$ cat src/rtl/adc_seq_pkg.sv
package adc_seq_pkg;
  typedef enum logic [1:0] {
    MODE_OFF     = 2'd0,
    MODE_SINGLE  = 2'd1,
    MODE_RROBIN  = 2'd2,
    MODE_ONESHOT = 2'd3
  } mode_e;

  typedef enum logic [1:0] {
    ST_IDLE   = 2'd0,
    ST_SAMPLE = 2'd1,
    ST_CONV   = 2'd2
  } state_e;
endpackage

$ cat src/rtl/adc_seq_tick.sv
module adc_seq_tick #(
  parameter int CLK_DIV = 83
) (
  input  logic clk_i,
  input  logic rst_ni,
  output logic tick_o
);
  localparam int CW = (CLK_DIV > 1) ? $clog2(CLK_DIV) : 1;
  logic [CW-1:0] cnt_q;

  assign tick_o = (cnt_q == CW'(CLK_DIV - 1));

  always_ff @(posedge clk_i or negedge rst_ni) begin
    if (!rst_ni)     cnt_q <= '0;
    else if (tick_o) cnt_q <= '0;
    else             cnt_q <= cnt_q + 1'b1;
  end
endmodule

$ cat src/rtl/adc_seq_ctrl.sv
module adc_seq_ctrl
  import adc_seq_pkg::*;
#(
  parameter int NUM_CH       = 11,
  parameter int CH_W         = 4,
  parameter int SAMPLE_TICKS = 2
) (
  input  logic            clk_i,
  input  logic            rst_ni,
  input  logic            tick_i,
  input  logic            cfg_we_i,
  input  logic [1:0]      cfg_mode_i,
  input  logic [CH_W-1:0] cfg_chan_i,
  input  logic            adc_done_i,
  output logic [CH_W-1:0] chan_o,
  output logic            sample_o,
  output logic            convert_o,
  output logic            busy_o,
  output logic            wr_en_o,
  output logic            clr_all_o,
  output logic            irq_set_o,
  output logic            sweep_o
);
  localparam int STW = $clog2(SAMPLE_TICKS + 1);
  localparam logic [CH_W-1:0] LAST_CH = CH_W'(NUM_CH - 1);

  state_e          st_q, st_d;
  mode_e           mode_q, mode_d;
  logic [CH_W-1:0] chan_q, chan_d;
  logic [STW-1:0]  tcnt_q, tcnt_d;
  logic            pend_q, pend_d;
  logic [1:0]      pmode_q, pmode_d;
  logic [CH_W-1:0] pchan_q, pchan_d;

  logic            launch;
  logic [1:0]      lmode;
  logic [CH_W-1:0] lchan;
  logic            lvalid;
  logic            last;

  assign last   = (chan_q == LAST_CH);
  assign lvalid = (lmode != MODE_OFF) &&
                  !((lmode == MODE_SINGLE) && (lchan > LAST_CH));

  always_comb begin
    st_d = st_q; mode_d = mode_q; chan_d = chan_q; tcnt_d = tcnt_q;
    pend_d = pend_q; pmode_d = pmode_q; pchan_d = pchan_q;
    wr_en_o = 1'b0; clr_all_o = 1'b0; irq_set_o = 1'b0; sweep_o = 1'b0;
    launch = 1'b0; lmode = cfg_mode_i; lchan = cfg_chan_i;

    if (st_q != ST_IDLE && cfg_we_i) begin
      pend_d = 1'b1; pmode_d = cfg_mode_i; pchan_d = cfg_chan_i;
    end

    unique case (st_q)
      ST_IDLE: launch = cfg_we_i;
      ST_SAMPLE: if (tick_i) begin
        if (tcnt_q == STW'(SAMPLE_TICKS - 1)) begin
          st_d = ST_CONV; tcnt_d = '0;
        end else tcnt_d = tcnt_q + 1'b1;
      end
      ST_CONV: if (adc_done_i) begin
        wr_en_o = 1'b1;
        if (cfg_we_i || pend_q) begin
          // deferred request replaces the running operation
          launch = 1'b1;
          lmode  = cfg_we_i ? cfg_mode_i : pmode_q;
          lchan  = cfg_we_i ? cfg_chan_i : pchan_q;
          pend_d = 1'b0;
        end else begin
          unique case (mode_q)
            MODE_RROBIN: begin
              st_d = ST_SAMPLE;
              if (last) begin sweep_o = 1'b1; chan_d = '0; end
              else chan_d = chan_q + 1'b1;
            end
            MODE_ONESHOT: begin
              if (last) begin irq_set_o = 1'b1; st_d = ST_IDLE; end
              else begin chan_d = chan_q + 1'b1; st_d = ST_SAMPLE; end
            end
            default: st_d = ST_IDLE;
          endcase
        end
      end
      default: st_d = ST_IDLE;
    endcase

    if (launch) begin
      if (lvalid) begin
        mode_d    = mode_e'(lmode);
        chan_d    = (lmode == MODE_SINGLE) ? lchan : '0;
        tcnt_d    = '0;
        st_d      = ST_SAMPLE;
        clr_all_o = 1'b1;
      end else st_d = ST_IDLE;
    end
  end

  always_ff @(posedge clk_i or negedge rst_ni) begin
    if (!rst_ni) begin
      st_q <= ST_IDLE; mode_q <= MODE_OFF; chan_q <= '0; tcnt_q <= '0;
      pend_q <= 1'b0; pmode_q <= '0; pchan_q <= '0;
    end else begin
      st_q <= st_d; mode_q <= mode_d; chan_q <= chan_d; tcnt_q <= tcnt_d;
      pend_q <= pend_d; pmode_q <= pmode_d; pchan_q <= pchan_d;
    end
  end

  assign chan_o    = chan_q;
  assign sample_o  = (st_q == ST_SAMPLE);
  assign convert_o = (st_q == ST_CONV);
  assign busy_o    = (st_q != ST_IDLE);
endmodule

$ cat src/rtl/adc_seq_regs.sv
module adc_seq_regs #(
  parameter int NUM_CH = 11,
  parameter int CH_W   = 4,
  parameter int RES_W  = 10
) (
  input  logic              clk_i,
  input  logic              rst_ni,
  input  logic              we_i,
  input  logic [CH_W-1:0]   wchan_i,
  input  logic [RES_W-1:0]  wdata_i,
  input  logic              clr_all_i,
  input  logic [CH_W-1:0]   rd_chan_i,
  output logic [RES_W-1:0]  rd_data_o,
  output logic [NUM_CH-1:0] valid_o
);
  logic [RES_W-1:0] res_q [NUM_CH];

  for (genvar g = 0; g < NUM_CH; g++) begin : g_ch
    logic hit;
    assign hit = we_i && (wchan_i == CH_W'(g));
    always_ff @(posedge clk_i or negedge rst_ni) begin
      if (!rst_ni) begin
        res_q[g]   <= '0;
        valid_o[g] <= 1'b0;
      end else begin
        if (hit) res_q[g] <= wdata_i;
        if (clr_all_i)  valid_o[g] <= 1'b0;
        else if (hit)   valid_o[g] <= 1'b1;
      end
    end
  end

  always_comb begin
    rd_data_o = '0;
    for (int i = 0; i < NUM_CH; i++)
      if (rd_chan_i == CH_W'(i)) rd_data_o = res_q[i];
  end
endmodule

$ cat src/rtl/adc_seq.sv
module adc_seq #(
  parameter int NUM_CH       = 11,
  parameter int CH_W         = $clog2(NUM_CH),
  parameter int RES_W        = 10,
  parameter int CLK_DIV      = 83,
  parameter int SAMPLE_TICKS = 2
) (
  input  logic              clk_i,
  input  logic              rst_ni,
  input  logic              cfg_we_i,
  input  logic [1:0]        cfg_mode_i,
  input  logic [CH_W-1:0]   cfg_chan_i,
  input  logic              irq_clr_i,
  output logic [CH_W-1:0]   adc_chan_o,
  output logic              adc_sample_o,
  output logic              adc_convert_o,
  input  logic              adc_done_i,
  input  logic [RES_W-1:0]  adc_result_i,
  input  logic [CH_W-1:0]   rd_chan_i,
  output logic [RES_W-1:0]  rd_data_o,
  output logic [NUM_CH-1:0] valid_o,
  output logic              busy_o,
  output logic              irq_o,
  output logic              sweep_pulse_o
);
  logic tick, res_we, clr_all, irq_set, sweep;
  logic irq_q, sweep_q;

  adc_seq_tick #(.CLK_DIV(CLK_DIV)) u_tick (
    .clk_i, .rst_ni, .tick_o(tick)
  );

  adc_seq_ctrl #(
    .NUM_CH(NUM_CH), .CH_W(CH_W), .SAMPLE_TICKS(SAMPLE_TICKS)
  ) u_ctrl (
    .clk_i, .rst_ni,
    .tick_i(tick),
    .cfg_we_i, .cfg_mode_i, .cfg_chan_i,
    .adc_done_i,
    .chan_o(adc_chan_o),
    .sample_o(adc_sample_o),
    .convert_o(adc_convert_o),
    .busy_o,
    .wr_en_o(res_we),
    .clr_all_o(clr_all),
    .irq_set_o(irq_set),
    .sweep_o(sweep)
  );

  adc_seq_regs #(.NUM_CH(NUM_CH), .CH_W(CH_W), .RES_W(RES_W)) u_regs (
    .clk_i, .rst_ni,
    .we_i(res_we),
    .wchan_i(adc_chan_o),
    .wdata_i(adc_result_i),
    .clr_all_i(clr_all),
    .rd_chan_i,
    .rd_data_o,
    .valid_o
  );

  always_ff @(posedge clk_i or negedge rst_ni) begin
    if (!rst_ni) begin
      irq_q   <= 1'b0;
      sweep_q <= 1'b0;
    end else begin
      sweep_q <= sweep;
      if (irq_set)        irq_q <= 1'b1;
      else if (irq_clr_i) irq_q <= 1'b0;
    end
  end

  assign irq_o         = irq_q;
  assign sweep_pulse_o = sweep_q;
endmodule

$ cat config.mk
export PLATFORM = sky130hd
export DESIGN_NAME = adc_seq
export DESIGN_NICKNAME = d
export VERILOG_FILES = /design/src/rtl/adc_seq_pkg.sv /design/src/rtl/adc_seq_tick.sv /design/src/rtl/adc_seq_ctrl.sv /design/src/rtl/adc_seq_regs.sv /design/src/rtl/adc_seq.sv
export SDC_FILE = /design/constraint.sdc
export NUM_CORES = 1
export LEC_CHECK = 0
export ABC_AREA = 1
export ABC_CLOCK_PERIOD_IN_PS = 2060
export BUFFER_PORTS_ARGS = -buffer_cell sky130_fd_sc_hd__clkbuf_2
export CAP_MARGIN = 5
export CORE_MARGIN = 3
export CORE_UTILIZATION = 60
export CTS_CLUSTER_DIAMETER = 40
export CTS_CLUSTER_SIZE = 10
export DETAILED_ROUTE_END_ITERATION = 8
export PLACE_DENSITY = 0.85
export SETUP_SLACK_MARGIN = 0.15
export SLEW_MARGIN = 20
export SYNTH_ARGS = -nofsm -noshare
export SYNTH_HDL_FRONTEND = slang
export SYNTH_HIERARCHICAL = 1
export SYNTH_SLANG_ARGS = --single-unit
$ cat constraint.sdc
create_clock -name clk_i -period 2.06 [get_ports clk_i]
set_input_delay 0.103 -clock clk_i [delete_from_list [all_inputs] [get_ports clk_i]]
set_output_delay 0.103 -clock clk_i [all_outputs]
set_load 0.01 [all_outputs]
# Yosys cells after proc, flatten, opt, wreduce, memory -nomap -nowiden
# Cells that the tools add are included.
totals:
  wordCells: 190
  ff_bits: 147
  in_bits: 25
classes:
  reduce_logical: 35
  n_addsub: 3
  magnitude_cmp: 1
  muxes: 87
  eq_ne: 32
op_table:
  columns: ["operator", "count"]
  rows:
  - ["two-way mux 10 bit", 11]
  - ["two-way mux 4 bit", 12]
  - ["two-way mux 1 bit", 45]
  - ["equality test 4 x 3 -> 1 bit (second input constant)", 8]
  - ["two-way mux 2 bit", 14]
  - ["nonzero test 2 bit", 14]
  - ["equality test 4 bit (second input constant)", 6]
  - ["equality test 4 x 2 -> 1 bit (second input constant)", 4]
  - ["logical AND 1 bit", 14]
  - ["inequality test 3 x 1 -> 1 bit (second input constant)", 3]
  - ["equality test 4 x 1 -> 1 bit (second input constant)", 2]
  - ["logical NOT 4 bit", 2]
  - ["case mux 4 bit (2 select lines)", 1]
  - ["adder 7 x 1 -> 7 bit (second input constant)", 1]
  - ["equality test 7 bit (second input constant)", 1]
  - ["two-way mux 7 bit", 1]
  - ["equality test 2 x 1 -> 1 bit (second input constant)", 3]
  - ["equality test 2 bit (second input constant)", 3]
  - ["case mux 2 bit (3 select lines)", 1]
  - ["AND reduction 5 bit", 1]
  - ["adder 4 x 1 -> 4 bit (second input constant)", 1]
  - ["greater-than comparator 4 bit (second input constant)", 1]
  - ["case mux 2 bit (2 select lines)", 1]
  - ["inequality test 3 x 2 -> 1 bit (second input constant)", 1]
  - ["7 further kinds", 7]

# Logic depth before layout (Yosys ltp)
# Gate-level depths: netlist of run 1.
logic_depth:
  depth_word: 12
  mapped_depth: 14
  ltp_nobuf: 13

# Hierarchy
# The synthesis of run 1 kept the hierarchy.
by_module_without_submodules:
  columns: ["module", "n_inst", "area_each_um2", "seq_area_each_um2", "cells_each"]
  rows:
  - ["adc_seq_regs", 1, 5298.8, 3027.9, 635]
  - ["adc_seq_ctrl", 1, 1132.3, 425.4, 157]
  - ["adc_seq_tick", 1, 395.4, 175.2, 49]
  - ["adc_seq", 1, 65.1, 50.0, 6]

# Least setup slack after synthesis of run 1
# No wires, ideal clock.
synth_timing:
  path_type: "reg-to-reg"
  start: "reg u_ctrl.chan_q[0] (netlist: u_ctrl/chan_o[0])"
  end: "reg u_ctrl.chan_q[0] (netlist: u_ctrl/chan_o[0])"
  setup_time_ps: 74
  n_path_buf: 0
  path_stages_with_launch: 12
  t_arrival_ps: 1687
  setup_slack_ps: 299
  path_cell_list: "dfrtp_1 -> inv_1 -> ha_1 -> nand2_1 -> nor2_1 -> inv_1 -> ha_1 -> o21ai_0 -> nand2_1 -> o21ai_0 -> nand2_1 -> o21ai_2"
synth_via:
  elab_chain_len: 8
  word_cells_on_any_way: 10
  cone_classes: "add/sub: 1; eq/ne: 1; mux: 8"
synth_lines:
  columns: ["element", "line", "text"]
  rows:
  - ["from (decl)", "adc_seq_ctrl.sv:29", "logic [CH_W-1:0] chan_q, chan_d;"]
  - ["from (signal assigned)", "adc_seq_ctrl.sv:104", "st_q <= st_d; mode_q <= mode_d; chan_q <= chan_d; tcnt_q <= tcnt_d;"]
  - ["adder 4 x 1 -> 4 bit / equality test 4 bit (equally long branches)", "adc_seq_ctrl.sv:75, adc_seq_ctrl.sv:79, adc_seq_ctrl.sv:41", null]
  - ["two-way mux 4 bit (on tied branches)", "adc_seq_ctrl.sv:78, adc_seq_ctrl.sv:74", null]
  - ["case mux 4 bit (2 select lines)", "adc_seq_ctrl.sv:71", "unique case (mode_q)"]
  - ["two-way mux 4 bit", "adc_seq_ctrl.sv:64", "if (cfg_we_i || pend_q) begin"]
  - ["two-way mux 4 bit", "adc_seq_ctrl.sv:62", "ST_CONV: if (adc_done_i) begin"]
  - ["two-way mux 4 bit *", "adc_seq_ctrl.sv:55", "unique case (st_q)"]
  - ["two-way mux 4 bit", "adc_seq_ctrl.sv:89", "if (lvalid) begin"]
  - ["two-way mux 4 bit *", "adc_seq_ctrl.sv:88", "if (launch) begin"]
  - ["net u_ctrl.chan_d[0]", "adc_seq_ctrl.sv:29", null]
# The timed path passes the listed nets; every way through them passes the cells marked *.
# A chain may end at the register's enable or synchronous reset.

# Worst setup path after layout of run 1
layout_timing:
  start: "reg u_ctrl.pend_q"
  end: "reg u_ctrl.chan_q[2] (netlist: u_ctrl/chan_o[2])"
layout_via:
  elab_chain_len: 10
  word_cells_on_any_way: 22
  cone_classes: "order compare: 1; eq/ne: 1; mux: 15; reduce/logical: 5"
layout_lines:
  columns: ["element", "line", "text"]
  rows:
  - ["from (decl)", "adc_seq_ctrl.sv:31", "logic pend_q, pend_d;"]
  - ["from (signal assigned)", "adc_seq_ctrl.sv:105", "pend_q <= pend_d; pmode_q <= pmode_d; pchan_q <= pchan_d;"]
  - ["logical OR 1 bit *", "adc_seq_ctrl.sv:64", null]
  - ["two-way mux 4 bit / two-way mux 2 bit (equally long branches)", "adc_seq_ctrl.sv:64", null]
  - ["two-way mux 4 bit / two-way mux 2 bit (equally long branches)", "adc_seq_ctrl.sv:62", null]
  - ["two-way mux 4 bit / two-way mux 2 bit (equally long branches)", "adc_seq_ctrl.sv:55", null]
  - ["greater-than comparator 4 bit / equality test 2 x 1 -> 1 bit (equally long branches)", "adc_seq_ctrl.sv:43, adc_seq_ctrl.sv:91", null]
  - ["logical AND 1 bit", "adc_seq_ctrl.sv:43", "!((lmode == MODE_SINGLE) && (lchan > LAST_CH));"]
  - ["logical NOT 1 bit", "adc_seq_ctrl.sv:43", null]
  - ["logical AND 1 bit", "adc_seq_ctrl.sv:42", "assign lvalid = (lmode != MODE_OFF) &&"]
  - ["two-way mux 4 bit", "adc_seq_ctrl.sv:89", null]
  - ["two-way mux 4 bit *", "adc_seq_ctrl.sv:88", null]
  - ["net u_ctrl.chan_d[2]", "adc_seq_ctrl.sv:29", null]
# Marks and branches as above.

==> impl_metrics.json, run 1 <==
{
  "drc": 0,
  "antenna_found_initial": 0,
  "grt_pass1_wl_microns": 28100,
  "die_w_microns": 113.2,
  "place_area_sq_um": 7341,
  "syn_area_sq_um": 6892,
  "netSwitchingPower_uw": 3463,
  "worstPathRequired_ns": 2.43,
  "relSlewSlack": 0.6282,
  "tightest_slew_ns": 0.5571,
  "clockPowerShare": 0.298,
  "multi_input_area_sq_um": 2788,
  "die_area_sq_um": 12810,
  "htree_levels": 4,
  "critPathBufInv": 3,
  "cp_slowest_cell": "dfrtp_1",
  "clock-root-buffer": "clkbuf_16",
  "criticalPathCategory": "register to register",
  "report.final.slew_viol_count": 0,
  "path_clk_slew_ns": 0.06,
  "cp-end-kind": "register",
  "max_cap_violations": 0,
  "fin_crit_ns": 1.846,
  "cts_tree": "built",
  "num_io_pins": 55,
  "synth_ff_type": "dfrtp_1",
  "synth_fp_nets": 878,
  "path_cells": "nor2_1, inv_1, nor2_1, nand2_1, nor2_1, nand3_1, o21ai_0, inv_1, nand2_2, nand2_1, inv_1",
  "intPower_uw": 6736,
  "start_kind": "register",
  "track_usage": 0.2772,
  "ys_seq_area_frac": 0.5338,
  "gp_congestion": 0.9231,
  "fin_util": 0.7371,
  "critPathMaxFanout": 5,
  "cellLeakagePower_uw": 0.003952,
  "clk_latency_ns": 0.42,
  "n_fill_cell": 785,
  "area_growth_pct": 17.97,
  "antenna_cells": 0,
  "irDropWorstVdd_mv": 1.109,
  "place.port_buffers": 54,
  "rsz0062_at_grt": "no",
  "ant_nets": 0,
  "synthDistinctLibCells": 33,
  "viasPerCell": 5.659,
  "final_area_sq_um": 8130,
  "hold_viol_final": 0,
  "power_uw": 10200,
  "via_count": 6061,
  "yosysWarnings": 6,
  "setup_tns_ns": 0,
  "p_per_area_nw_per_um2": 1254,
  "firstDrtPassIters": 6,
  "first_global_vias": 5782,
  "cts_sinks": 147,
  "drtIter0Drc": 799,
  "wl_microns": 16820,
  "clk_path_buf_depth": 2,
  "fmax_mhz": 541.7,
  "power_frac_seq": 0.454,
  "synth-edff-count": 0,
  "synth_cells": 847,
  "fin_skew_ns": 0.009763,
  "start_util": 0.6248,
  "holdWs_ns": 0.1270,
  "cts_buffers": 17,
  "layout-drive-gt1-share": 0.1740,
  "rows": 38,
  "core-area_sq_um": 11030,
  "wl_per_cell_microns": 15.70,
  "hold_class": "input pin to register",
  "combPwrFrac": 0.248,
  "power.share.switching": 0.3395,
  "fp.dieH_microns": 113.2,
  "ys_ff_latch": 147,
  "register_area_sq_um": 3681,
  "status": "complete, no violations",
  "async_flop_share": 1.000,
  "setup_viol": 0,
  "finalNetCount": 949,
  "syn_avg_cell_area_sq_um": 8.136,
  "crit_arrival_ns": 2.21,
  "path_delay_family": "simple AND/OR/NAND/NOR gates",
  "timing.final.crit_share": 0.8961,
  "overflow": 0,
  "hpwl_microns": 10630,
  "slowest_delay_ns": 0.40,
  "grt_max_degree": 59
}
through the flow:
stage	worst slack, ns	instances
final	0.2140	1071
after detailed placement	0.08471	1022
after floorplan	0.2987	847
after global routing	0.1052	1071
after global placement	0.2387	1022
after CTS	0.1559	1064
cells in the final DEF (no fill, tap or decap), types with 2 or more instances in the layout:
| cell | Yosys | final |
|---|---|---|
| nor2_4 | 4 | 6 |
| inv_1 | 78 | 76 |
| nand2_2 | 11 | 13 |
| inv_2 | 3 | 3 |
| nand3_1 | 48 | 48 |
| nor2_1 | 64 | 61 |
| clkinvlp_4 | 0 | 4 |
| or2_0 | 6 | 6 |
| o21ai_1 | 6 | 7 |
| a21oi_2 | 0 | 2 |
| a21oi_1 | 26 | 24 |
| nand3_2 | 1 | 2 |
| buf_12 | 0 | 2 |
| nor3_1 | 2 | 2 |
| nand2_1 | 239 | 236 |
| nor2_8 | 2 | 2 |
| clkbuf_16 | 0 | 17 |
| inv_6 | 0 | 5 |
| clkbuf_2 | 0 | 53 |
| ha_1 | 6 | 6 |
| dfrtp_1 | 147 | 145 |
| dfrtp_2 | 0 | 2 |
| o21ai_0 | 123 | 122 |
| nand4_1 | 21 | 21 |
| o21ai_2 | 2 | 2 |
| mux2_2 | 3 | 3 |
| bufinv_16 | 0 | 2 |
| buf_4 | 0 | 26 |
| dlygate4sd3_1 | 0 | 8 |
| clkinv_2 | 0 | 4 |
| nor2_2 | 6 | 7 |
repair_timing:
action | in CTS | in global routing
buffers inserted | 2 | 6
hold buffers | 8 | 0
cloned | 0 | 1
gates resized for setup | 2 | 15
hold endpoints to repair | 54 | 0
pin swaps | 0 | 2
endpoints found under the setup margin | 18 | 91
synthesized netlist by cell type (2+ instances only):
cell type | count | area, sq um
nand2_1 | 239 | 897.1
dfrtp_1 | 147 | 3679
o21ai_0 | 123 | 615.6
inv_1 | 78 | 292.8
nor2_1 | 64 | 240.2
nand3_1 | 48 | 240.2
clkbuf_1 | 29 | 108.9
a21oi_1 | 26 | 130.1
nand4_1 | 21 | 131.4
nand2_2 | 11 | 68.82
buf_2 | 9 | 45.04
ha_1 | 6 | 75.07
nor2_2 | 6 | 37.54
o21ai_1 | 6 | 30.03
or2_0 | 6 | 37.54
nor2_4 | 4 | 45.04
inv_2 | 3 | 11.26
mux2_2 | 3 | 33.78
nor2_8 | 2 | 40.04
nor3_1 | 2 | 10.01
o21ai_2 | 2 | 17.52
cell families (layout without fill, tap and decap cells):
| group | Yosys count | in the layout | synth area share |
|---|---|---|---|
| and+or+nand+nor | 408 | 409 | 0.2611 |
| AOI/OAI and AO/OA | 161 | 161 | 0.1195 |
| DFF | 147 | 147 | 0.5338 |
| buffers and inverters | 121 | 204 | 0.06863 |
| adders and majority gates | 6 | 6 | 0.01089 |
| muxes | 3 | 3 | 0.004902 |
| xor gates and xnor gates | 1 | 1 | 0.001271 |
power groups by stage:
stage	registers, uW	clock network (uW)	logic [uW]
final	4630	3040	2530
after floorplan	4510	0	1580
after global placement	4570	0	2190
after detailed placement	4600	0	2290
after CTS	4590	3080	2410
after global routing	4750	3200	2890
flip-flops by register name (all words and copies together) (netlist names):
register,flops
u_ctrl/pchan_q,4
u_tick/cnt_q,7
u_ctrl/st_q,2
u_ctrl/chan_o,4
u_regs/valid_o,11
u_ctrl/pmode_q,2
irq_o,1
u_ctrl/mode_q,2
u_regs/res_q,110
u_ctrl/tcnt_q,2
u_ctrl/pend_q,1
sweep_pulse_o,1
per-layer routing:
layer	GRT usage	routed length, microns
met1	0.3851	7320
met2	0.4281	7807
met3	0.06791	1348
met4	0.1010	340
met5	0	0
worst min-delay path: cells and delay by family:
family,cells,cell delay [ns]
buffers and inverters,2,0.21
AO/OA/AOI/OAI,1,0.19
worst paths after layout:
check / endpoint / depth (start not counted) / slack [ns] / from
min in group asynchronous: u_ctrl/pchan_q[0] / 2 / 0.16 / rst_ni
max in group asynchronous: u_regs/res_q[102] / 3 / 1.21 / rst_ni
worst max-delay path: u_ctrl/chan_o[2] / 11 / 0.21 / u_ctrl/pend_q
worst max register to register: u_ctrl/chan_o[2] / 11 / 0.21 / u_ctrl/pend_q
worst min register to register: u_regs/res_q[38] / 2 / 0.49 / u_regs/res_q[38]
worst min-delay path: u_regs/res_q[96] / 3 / 0.13 / adc_result_i[6]
final cells by class:
class                   instances  area share
multi-input cells             580      0.3429
clock buffers                  17     0.05232
clock inverters                15     0.01908
well taps                     140     0.02155
inverters                      82     0.03863
flip-flops and latches        147      0.4528
repair buffers                 90     0.07279
Note: power is estimated with default switching activity, not from simulation.
==> run 2: changes to the inputs <==
Settings changed: SYNTH_HIERARCHICAL 1 to default.
==> impl_metrics.json, run 2 <==
{
  "rows": 38,
  "ant_nets": 0,
  "htree_levels": 4,
  "ys_ff_latch": 147,
  "critPathMaxFanout": 10,
  "status": "complete, no violations",
  "rsz0062_at_grt": "yes",
  "cp-end-kind": "register",
  "wl_microns": 17240,
  "synth.area.top_cells": "dfrtp_1, nand2_1, o21ai_0, inv_1, nand3_1",
  "fin_skew_ns": 0.004992,
  "area_growth_pct": 21.61,
  "async_flop_share": 1.000,
  "synthDistinctLibCells": 30,
  "mostFrequentLayoutCells": "nand2_1, dfrtp_1, o21ai_0, inv_1, nor2_1",
  "synth_top_cells_by_count": "nand2_1, dfrtp_1, o21ai_0, inv_1, nor2_1",
  "clock-root-buffer": "clkbuf_16",
  "overflow": 0,
  "syn_area_sq_um": 6827,
  "tightest_slew_ns": 0.5580,
  "report.final.slew_viol_count": 0,
  "setup_tns_ns": 0,
  "cellLeakagePower_uw": 0.004145,
  "synth_ff_type": "dfrtp_1",
  "finalNetCount": 955,
  "fmax_mhz": 520.4,
  "path_clk_slew_ns": 0.06,
  "hold_class": "input pin to register",
  "ys_seq_area_frac": 0.5389,
  "setup_viol": 0,
  "wl_per_cell_microns": 16.08,
  "synth_cells": 829,
  "cts_buffers": 17,
  "layout-drive-gt1-share": 0.1706,
  "viasPerCell": 5.672,
  "antenna_cells": 0,
  "firstDrtPassIters": 5,
  "max_cap_violations": 0,
  "relSlewSlack": 0.6276,
  "hold_viol_final": 0,
  "top_register": "u_regs.res_q",
  "start_util": 0.6216,
  "antenna_found_initial": 0,
  "irDropWorstVdd_mv": 0.9497,
  "worstPathRequired_ns": 2.35,
  "core-area_sq_um": 10980,
  "via_count": 6080,
  "start_kind": "register",
  "largest_reg_flops": 110,
  "place_area_sq_um": 7307,
  "grt_pass1_wl_microns": 28100,
  "yosys.area.top_type": "dfrtp_1",
  "place.port_buffers": 54,
  "fp.dieH_microns": 112.7,
  "post-synth-top-count-cell": "nand2_1",
  "die_w_microns": 112.7,
  "hpwl_microns": 10960,
  "yosysWarnings": 0,
  "criticalPathCategory": "register to register",
  "gp_congestion": 0.8918,
  "num_io_pins": 55,
  "drc": 0,
  "synth-edff-count": 0,
  "final_area_sq_um": 8302,
  "grt_max_degree": 56,
  "clk_path_buf_depth": 2,
  "layout_commonest_cell": "nand2_1",
  "crit_arrival_ns": 2.21,
  "die_area_sq_um": 12690,
  "clk_latency_ns": 0.42,
  "cts_sinks": 147,
  "track_usage": 0.2778,
  "cts_tree": "built",
  "first_global_vias": 5722,
  "drtIter0Drc": 675,
  "synth_fp_nets": 865,
  "top_regs": "u_regs.res_q x110, u_regs.valid_o x11, u_tick.cnt_q x7",
  "synth_top_area_frac": 0.5389,
  "syn_avg_cell_area_sq_um": 8.235,
  "timing.final.crit_share": 0.9328,
  "p_per_area_nw_per_um2": 770.8,
  "fin_crit_ns": 1.922
}
## run 2: cell count changes after synthesis, sizes merged, moves of 2 or more
cell and change:
nand3 +10, or2 +3, nor2 -5, o21ai -2, inv +8, nand2 -35
ha +5, buf -6, clkbuf -2, nand4 +3
## run 2: stage by stage
| step | hold WS, ns | util | total power, uW | setup WS (ns) | std cells |
|---|---|---|---|---|---|
| final | 0.1004 | 0.7559 | 6399 | 0.1385 | 1072 |
| after global routing | 0.1127 | 0.7559 | 6591 | 0.01217 | 1072 |
| after CTS | 0.04710 | 0.7396 | 6415 | 0.1696 | 1062 |
| after detailed placement | 0.09770 | 0.6653 | 3229 | 0.01960 | 1012 |
| after global placement | 0.09468 | 0.6653 | 3224 | 0.1417 | 1012 |
| after floorplan | -0.1926 | - | 3067 | 0.2222 | 829 |
## run 2: worst max-delay path, stage by stage, from the launching register on
cell and delay, ns:
dfrtp_1 0.52, ha_1 0.26, inv_1 0.07, nor2_1 0.15
inv_1 0.11, nor2_4 0.24, clkinvlp_4 0.25, nand2_1 0.11
o21ai_0 0.09
## run 2: report_power, final
part	internal, uW	switching, uW
Clock	1970	1210
Sequential	2900	6.09
Combinational	102	210
Total	4970	1430
## run 2: worst paths after layout
| path | startpoint | to | slack [ns] | depth (start not counted) |
|---|---|---|---|---|
| max in group asynchronous | rst_ni | u_ctrl.chan_o[0] | 1.13 | 3 |
| min reg2reg | u_regs.res_q[31] | u_regs.res_q[31] | 0.48 | 2 |
| min | adc_done_i | u_ctrl.pend_q | 0.10 | 4 |
| max | u_ctrl.chan_o[1] | u_regs.res_q[30] | 0.14 | 8 |
| max reg2reg | u_ctrl.chan_o[1] | u_regs.res_q[30] | 0.14 | 8 |
| min in group asynchronous | rst_ni | u_regs.res_q[83] | 0.21 | 2 |
## run 2: what timing repair did
| action | 4_1_cts | 5_1_grt |
|---|---|---|
| pin swaps | 1 | 3 |
| hold buffers | 18 | 0 |
| endpoints found under the hold margin | 68 | 0 |
| cloned | 0 | 4 |
| setup endpoints to repair | 39 | 94 |
| setup buffers | 0 | 6 |
| resized for setup | 6 | 31 |
## run 2: cell type report
class / instances / area [sq um]
Timing Repair inverter: 3 / 22.52
Clock buffer: 20 / 456.7
Multi-Input combinational cell: 561 / 2759
Timing Repair Buffer: 99 / 695.7
Inverter: 90 / 357.8
Sequential cell: 147 / 3680
Clock inverter: 12 / 155.1
Fill cell: 745 / 2681
Tap cell: 140 / 175.2
## run 2: routing by layer
layer  part of all wire  global-route usage  routed length, microns  vias to the layer above
li1                   -                   -                       -                     2869
met1               0.44              0.3957                    7603                     2905
met4              0.023             0.09455                     392                        0
met2               0.47              0.4261                    8080                      265
met5                  0                   0                       0                        -
met3              0.067             0.06092                    1163                       41
## run 2: cells by family (layout without fill, tap and decap cells)
kind of cell,Yosys count,in the layout,synth area share
AO/OA/AOI/OAI,158,158,0.1177
XOR/XNOR,2,2,0.002566
adder cells (fa/ha/maj),11,11,0.02016
buffers and inverters,121,224,0.06983
flip-flops,147,147,0.5389
multiplexers,4,4,0.006598
AND/OR/NAND/NOR,386,386,0.2443
